### src/rtl/tw3_pkg.sv
package tw3_pkg;
  typedef struct packed {
    logic       cp;
    logic [2:0] test;
    logic       rsa;
    logic       rsb;
    logic       os;
  } ctrl_t;

  localparam int CTRL_TAIL_W = 8;  // cp, test[2:0], rsa, rsb, os, spare
  localparam ctrl_t CTRL_RST = '{cp: 1'b1, test: 3'b001, rsa: 1'b1, rsb: 1'b1, os: 1'b0};
endpackage

### src/rtl/tw3_edge.sv
module tw3_edge (
  input  logic clk_i,
  input  logic rst_ni,
  input  logic en_i,
  input  logic sclk_i,
  output logic rise_o,
  output logic fall_o,
  output logic done_o
);
  logic sclk_q, en_q;

  always_ff @(posedge clk_i or negedge rst_ni) begin
    if (!rst_ni) begin
      sclk_q <= 1'b0;
      en_q   <= 1'b0;
    end else begin
      sclk_q <= sclk_i;
      en_q   <= en_i;
    end
  end

  assign rise_o = en_i & sclk_i & ~sclk_q;
  assign fall_o = en_i & ~sclk_i & sclk_q;
  assign done_o = en_q & ~en_i;


  edge_excl_chk: assert property (@(posedge clk_i) disable iff (!rst_ni)
    $onehot0({rise_o, fall_o, done_o}));
endmodule

### src/rtl/tw3_shift.sv
module tw3_shift #(
  parameter int SH_W  = 15,
  parameter int CNT_W = 5
) (
  input  logic             clk_i,
  input  logic             rst_ni,
  input  logic             en_i,
  input  logic             fall_i,
  input  logic             sdat_i,
  output logic [CNT_W-1:0] cnt_o,
  output logic [SH_W-1:0]  sh_o
);
  localparam logic [CNT_W-1:0] CNT_MAX = '1;

  logic [CNT_W-1:0] cnt_q;
  logic [SH_W-1:0]  sh_q;

  always_ff @(posedge clk_i or negedge rst_ni) begin
    if (!rst_ni) begin
      cnt_q <= '0;
      sh_q  <= '0;
    end else if (!en_i) begin
      cnt_q <= '0;
    end else if (fall_i) begin
      sh_q <= {sh_q[SH_W-2:0], sdat_i};
      if (cnt_q != CNT_MAX) cnt_q <= cnt_q + 1'b1;
    end
  end

  assign cnt_o = cnt_q;
  assign sh_o  = sh_q;


  idle_count_chk: assert property (@(posedge clk_i) disable iff (!rst_ni)
    !en_i |=> (cnt_o == '0 || en_i));
endmodule

### src/rtl/tw3_regs.sv
module tw3_regs
  import tw3_pkg::*;
#(
  parameter int PORT_W = 4,
  parameter int DIV_W  = 15,
  parameter int CNT_W  = 5
) (
  input  logic              clk_i,
  input  logic              rst_ni,
  input  logic              rise_i,
  input  logic              done_i,
  input  logic [CNT_W-1:0]  cnt_i,
  input  logic [DIV_W-1:0]  sh_i,
  output logic [PORT_W-1:0] port_o,
  output logic [DIV_W-1:0]  div_o,
  output ctrl_t             ctrl_o,
  output logic              len_err_o
);
  localparam logic [CNT_W-1:0] PORT_CNT  = CNT_W'(PORT_W);
  localparam logic [CNT_W-1:0] LEN_MID   = CNT_W'(PORT_W + DIV_W);
  localparam logic [CNT_W-1:0] LEN_SHORT = CNT_W'(PORT_W + DIV_W - 1);
  localparam logic [CNT_W-1:0] LEN_FULL  = CNT_W'(PORT_W + DIV_W + CTRL_TAIL_W);
  localparam int T = CTRL_TAIL_W;

  logic [PORT_W-1:0] port_q;
  logic [DIV_W-1:0]  div_q;
  ctrl_t             ctrl_q;
  logic              err_q;
  logic              is_short, is_mid, is_full, is_bad;

  assign is_short = cnt_i == LEN_SHORT;
  assign is_mid   = cnt_i == LEN_MID;
  assign is_full  = cnt_i == LEN_FULL;
  assign is_bad   = (cnt_i > LEN_MID) && !is_full;

  always_ff @(posedge clk_i or negedge rst_ni) begin
    if (!rst_ni) begin
      port_q <= '0;
      div_q  <= '0;
      ctrl_q <= CTRL_RST;
      err_q  <= 1'b0;
    end else begin
      err_q <= done_i && is_bad;
      if (rise_i && cnt_i == PORT_CNT) port_q <= sh_i[PORT_W-1:0];
      // twentieth rising edge: divider of a long word, length not yet known
      if (rise_i && cnt_i == LEN_MID) div_q <= sh_i;
      if (done_i) begin
        if (is_short) begin
          div_q      <= {1'b0, sh_i[DIV_W-2:0]};
          ctrl_q.rsa <= 1'b1;
        end else if (is_mid) begin
          div_q      <= sh_i;
          ctrl_q.rsa <= 1'b0;
        end else if (is_full) begin
          ctrl_q.cp   <= sh_i[T-1];
          ctrl_q.test <= sh_i[T-2 -: 3];
          ctrl_q.rsa  <= sh_i[T-5];
          ctrl_q.rsb  <= sh_i[T-6];
          ctrl_q.os   <= sh_i[T-7];
        end
      end
    end
  end

  assign port_o    = port_q;
  assign div_o     = div_q;
  assign ctrl_o    = ctrl_q;
  assign len_err_o = err_q;


  port_hold_chk: assert property (@(posedge clk_i) disable iff (!rst_ni)
    !(rise_i && cnt_i == PORT_CNT) |=> $stable(port_q));

  ctrl_hold_chk: assert property (@(posedge clk_i) disable iff (!rst_ni)
    !(done_i && cnt_i == LEN_FULL) |=> $stable({ctrl_q.cp, ctrl_q.test, ctrl_q.rsb, ctrl_q.os}));

  short_word_chk: assert property (@(posedge clk_i) disable iff (!rst_ni)
    (done_i && cnt_i == LEN_SHORT) |=> (!div_q[DIV_W-1] && ctrl_q.rsa));

  div_hold_chk: assert property (@(posedge clk_i) disable iff (!rst_ni)
    (!(done_i && (cnt_i == LEN_SHORT || cnt_i == LEN_MID)) && !(rise_i && cnt_i == LEN_MID))
      |=> $stable(div_q));

  err_src_chk: assert property (@(posedge clk_i) disable iff (!rst_ni)
    err_q |-> $past(done_i));
endmodule

### src/rtl/tw3_rx.sv
module tw3_rx
  import tw3_pkg::*;
#(
  parameter int PORT_W = 4,
  parameter int DIV_W  = 15,
  parameter int CNT_W  = 5
) (
  input  logic              clk_i,
  input  logic              rst_ni,
  input  logic              en_i,
  input  logic              sclk_i,
  input  logic              sdat_i,
  output logic [PORT_W-1:0] port_o,
  output logic [DIV_W-1:0]  div_o,
  output logic              cp_o,
  output logic [2:0]        test_o,
  output logic              rsa_o,
  output logic              rsb_o,
  output logic              os_o,
  output logic              len_err_o
);
  logic             rise, fall, done;
  logic [CNT_W-1:0] cnt;
  logic [DIV_W-1:0] sh;
  ctrl_t            ctrl;

  tw3_edge u_edge (
    .clk_i (clk_i), .rst_ni(rst_ni), .en_i(en_i), .sclk_i(sclk_i),
    .rise_o(rise), .fall_o(fall), .done_o(done)
  );

  tw3_shift #(.SH_W(DIV_W), .CNT_W(CNT_W)) u_shift (
    .clk_i(clk_i), .rst_ni(rst_ni), .en_i(en_i), .fall_i(fall),
    .sdat_i(sdat_i), .cnt_o(cnt), .sh_o(sh)
  );

  tw3_regs #(.PORT_W(PORT_W), .DIV_W(DIV_W), .CNT_W(CNT_W)) u_regs (
    .clk_i(clk_i), .rst_ni(rst_ni), .rise_i(rise), .done_i(done),
    .cnt_i(cnt), .sh_i(sh), .port_o(port_o), .div_o(div_o),
    .ctrl_o(ctrl), .len_err_o(len_err_o)
  );

  assign cp_o   = ctrl.cp;
  assign test_o = ctrl.test;
  assign rsa_o  = ctrl.rsa;
  assign rsb_o  = ctrl.rsb;
  assign os_o   = ctrl.os;
endmodule

### config.mk
export PLATFORM = sky130hd
export DESIGN_NAME = tw3_rx
export DESIGN_NICKNAME = d
export VERILOG_FILES = /design/src/rtl/tw3_pkg.sv /design/src/rtl/tw3_edge.sv /design/src/rtl/tw3_shift.sv /design/src/rtl/tw3_regs.sv /design/src/rtl/tw3_rx.sv
export SDC_FILE = /design/constraint.sdc
export NUM_CORES = 1
export LEC_CHECK = 0
export CORE_ASPECT_RATIO = 1.5
export CORE_MARGIN = 4
export CORE_UTILIZATION = 53
export DETAILED_ROUTE_END_ITERATION = 16
export PLACE_DENSITY = 0.77
export SYNTH_ARGS = -nofsm -noshare
export SYNTH_HDL_FRONTEND = slang
export SYNTH_SLANG_ARGS = --single-unit
### constraint.sdc
create_clock -name clk_i -period 2.04 [get_ports clk_i]
set_input_delay 0.612 -clock clk_i [delete_from_list [all_inputs] [get_ports clk_i]]
set_output_delay 0.612 -clock clk_i [all_outputs]
set_load 0.05 [all_outputs]
# Word level (Yosys, flattened, before mapping)
# Cells that the tools add are included.
# totals
ramBits	0
register_bits	49
n_memories	0
rom_bits	0
out_inout_bits	27
latchBits	0
# op_classes
order_cmp	1
n_addsub	1
n_mul	0
shift	0
bitwise	10
n_mux	10
reduce_logical	10
n_eq_ne	7
n_div	0
# op_table
cell	count
$mux W15	4
$eq A5 B5 Y1 const B	3
$mux W5	3
$reduce_and A2 Y1	3
$add A5 B1 Y5 const B	1
$and A1 B1 Y1	5
$eq A5 B3 Y1 const B	1
$gt A5 B5 Y1 const B	1
$ne A5 B5 Y1 const B	1
$not A1 Y1	5
$logic_and A1 B1 Y1	4
$ne A2 B1 Y1 const B	2
$reduce_and A4 Y1	1
$mux W3	1
$reduce_bool A3 Y1	1
$mux W1	2
$logic_not A1 Y1	1

# Logic depth before layout (Yosys ltp)
# logic_depth
depth_word	7
depth_mapped	7

# By module
# Synthesis repeated with hierarchy kept, for this count alone.
# hier_totals
hier_cells	131
area_unflattened_um2	2065.7
# by_module_without_submodules
mod	n_inst	cells_per_inst	seq_area_each_um2	area_each_um2
tw3_regs	1	71	680.7	1168.6
tw3_shift	1	55	500.5	823.3
tw3_edge	1	5	50.0	73.8

# Least setup slack after synthesis
# Ideal clock, no wire load.
# synth_timing
path_kind	input to register
from	in en_i
to	reg u_regs.div_q[10], in the netlist u_regs.div_o[10]
arrival_ps	1672
slack_ps	243
stages	6
cell_sequence	buf_4 > nand2b_4 > a211oi_4 > nor2_2 > buf_6 > mux2_4
# synth_between
elab_chain_len	7
# synth_rtl
item	line	text
start, declared	tw3_rx.sv:10	input logic en_i,
$and A1 B1 Y1 (2 in series)	tw3_edge.sv:22	assign rise_o = en_i & sclk_i & ~sclk_q;
$logic_and A1 B1 Y1	tw3_regs.sv:46	if (rise_i && cnt_i == LEN_MID) div_q <= sh_i;
$mux W15	tw3_regs.sv:46	
$mux W15	tw3_regs.sv:51	end else if (is_mid) begin
$mux W15	tw3_regs.sv:48	if (is_short) begin
$mux W15 (*)	tw3_regs.sv:47	if (done_i) begin
end signal, assigned	tw3_regs.sv:46	
end signal, assigned	tw3_regs.sv:49	div_q <= {1'b0, sh_i[DIV_W-2:0]};
end signal, assigned	tw3_regs.sv:52	div_q <= sh_i;
end, declared	tw3_regs.sv:26	logic [DIV_W-1:0] div_q;
# Every way passes the cells marked *; elsewhere a longest branch is shown, timed or not.
# A chain may end at the register's enable or synchronous reset.

# Worst setup path after layout
# layout_timing
from	in en_i
to	reg u_regs.div_q[0], in the netlist u_regs.div_o[0]
# Same word-level chain as after synthesis.

==> results.json <==
{
  "ios": 32,
  "layout.nets": 191,
  "cts_setup_buffers": 0,
  "yosysMostFrequentCell": "dfrtp_1",
  "ys_seq_area_share_pct": 59.3,
  "ys_types": 30,
  "seqCellArea_um2": 1230,
  "drive_gt1_share_pct": 51.9,
  "finalHoldViolCount": 0,
  "irDropWorstVdd_mv": 0.566,
  "port_buffers": 31,
  "yosysTopAreaCell": "dfrtp_1",
  "max_stage_delay_ns": 0.55,
  "syn_nets": 146,
  "path_cells": "clkdlybuf4s50_1, nand3b_2, a211oi_4, nor2_2, buf_12, mux2_1",
  "yosys-top-cells-area": "dfrtp_1, mux2_2, mux2_4, dfstp_2, ha_1",
  "async_reset_ff_share_pct": 100,
  "fp.dieH_um": 84.6,
  "synth_area_per_cell_um2": 15.1,
  "fp.coreArea_um2": 3720,
  "holdWs_ns": 0.287,
  "synth_seq_cells": 49,
  "num_antenna_cells": 0,
  "root_buffer": "clkbuf_8",
  "cp-start-kind": "input pin",
  "row_count": 27,
  "r2r_slack_ns": 0.27,
  "overflow": 0,
  "die_w_um": 59.1,
  "vias": 1240,
  "clk_path_buf_depth": 2,
  "hp-class": "in2async",
  "vias_per_cell": 5.49,
  "crit_path_max_fanout": 14,
  "syn-cell-area_um2": 2070,
  "slowest_stage": "clkdlybuf4s50_1",
  "clk_pin_slew_worst_paths_ns": 0.09,
  "drcViolationCount": 0,
  "cp.required_ns": 2.22,
  "timing.rr.start": "u_shift.cnt_o[1]",
  "grt_pass1_wl_um": 6630,
  "fin_tns_setup_ns": 0,
  "initial_core_util_pct": 55.8,
  "postPlaceCellArea_um2": 2490,
  "drv_slew": 0,
  "htreeDepth": 2,
  "netlist_instances": 137,
  "finalCritPeriodShare_pct": 94.9,
  "max_cap_violations": 0,
  "outcome": "finished, final reports clean",
  "p_per_area_nw_per_um2": 718,
  "place_inst": 218,
  "ant_nets": 0,
  "synth_edf_count": 0,
  "end_kind": "flop",
  "ys.flop_type": "dfrtp_1",
  "antenna_found_initial": 0,
  "total_leakage_power_nw": 1.39,
  "cp.arrival_ns": 2.11,
  "finalSetupViolCount": 0,
  "skew_ns": 0.00624,
  "stdcell_count": 226,
  "syn_to_final_growth_pct": 24.9,
  "post-dp-hpwl_um": 2780,
  "gp_congestion": 0.861,
  "r2r_cells": 6,
  "drt_iter0_markers": 16,
  "avgRoutedWirePerCell_um": 16.6,
  "clk_latency_ns": 0.29,
  "die_area_um2": 5000,
  "rsz0062_at_grt": "false",
  "dr.pass1.iters": 4,
  "finalInstanceArea_um2": 2590,
  "multi_input_area_um2": 807,
  "routed_wl_um": 3740,
  "fin_crit_ns": 1.94,
  "rr_endpoint": "u_regs.div_o[0]",
  "netlist.area_leader.share_pct": 54.3,
  "synth_common_cells": "dfrtp_1, mux2_2, mux2_4",
  "grt_max_degree": 50,
  "clock_sinks": 49,
  "fmax_ghz": 0.517,
  "worstMarginPinSlew_ns": 0.342,
  "maxSlewHeadroom_pct": 77.2,
  "cts_buffers": 5,
  "ctsHoldBuffers": 0,
  "cts_tree": "yes",
  "grt_pass1_vias": 1365,
  "yosysWarnings": 0,
  "cts_resized": 0,
  "nFillCells": 258,
  "critPathKind": "in2reg",
  "grt_use_total_pct": 17.3
}
==> power breakdown <==
group          leakage [nW]  switching [mW]  internal, mW
Sequential            0.653          0.0848          1.05
Clock                0.0512           0.304         0.275
Combinational         0.686          0.0557        0.0903
==> worst max-delay path, delay by kind of cell <==
family                 cells  cell delay [ns]
AO/OA/AOI/OAI              1             0.28
buffers and inverters      2             0.71
multiplexers               1             0.31
AND/OR/NAND/NOR            2             0.20
==> area by class of cell <==
class,instances,share of cell area (%)
Sequential cell,49,47.5
Multi-Input combinational cell,82,31.1
Timing Repair Buffer,42,15.3
Clock buffer,6,3.19
Tap cell,43,2.08
Clock inverter,2,0.531
Inverter,2,0.290
==> state kept, by name (all words and copies together) (netlist names) <==
name and count:
u_regs.ctrl_o 7, u_regs.div_o 15, u_edge.sclk_q 1, u_shift.cnt_o 5, u_edge.en_q 1, u_shift.sh_o 15
u_regs.len_err_o 1, u_regs.port_o 4
==> placed cells by master, fill, tap and decap left out, types with 3 or more instances in the layout <==
cell	instances
dfstp_2	4
buf_12	6
dfrtp_1	45
nand2_1	7
a21oi_1	4
mux2_4	10
mux2i_1	3
clkbuf_8	6
buf_4	32
mux2_2	27
clkdlybuf4s50_1	3
nor2_1	5
ha_1	4
==> cells by family (layout without fill, tap and decap cells) <==
kind of cell | count (synthesis) | count (layout) | share of synthesized area [%]
AOI/OAI and AO/OA | 10 | 10 | 3.62
xor gates and xnor gates | 1 | 1 | 0.422
adders and majority gates | 4 | 4 | 2.41
buffers and inverters | 6 | 52 | 1.75
DFF | 49 | 49 | 59.3
muxes | 42 | 42 | 24.4
and+or+nand+nor | 25 | 25 | 8.02
==> worst max path at each step <==
stage               startpoint          endpoint  slack, ns  depth (start not counted)
finish                    en_i   u_regs.div_o[0]       0.11                          6
CTS                       en_i   u_regs.div_o[8]       0.10                          6
floorplan                 en_i  u_regs.div_o[10]       0.24                          6
global placement          en_i   u_regs.div_o[0]      -0.16                          6
global route              en_i  u_regs.ctrl_o[4]       0.06                          7
detailed placement        en_i   u_regs.div_o[3]      -0.21                          6
==> layer usage <==
metal	wire, µm	GRT usage, %	vias to the layer above
li1	-	-	569
met1	1370	19.2	635
met3	122	4.00	8
met2	2140	30.5	28
met4	110	7.42	0
met5	0	0	-
==> metrics by stage <==
step           worst slack (ns)  power (mW)  utilization (%)
2_1_floorplan             0.243        1.22                -
3_3_place_gp             -0.155        1.29             67.1
3_5_place_dp             -0.209        1.31             67.1
4_1_cts                   0.105        1.88             69.7
5_1_grt                  0.0597        1.96             69.7
6_report                  0.105        1.86             69.7
Power figures use the tool's default switching activity.
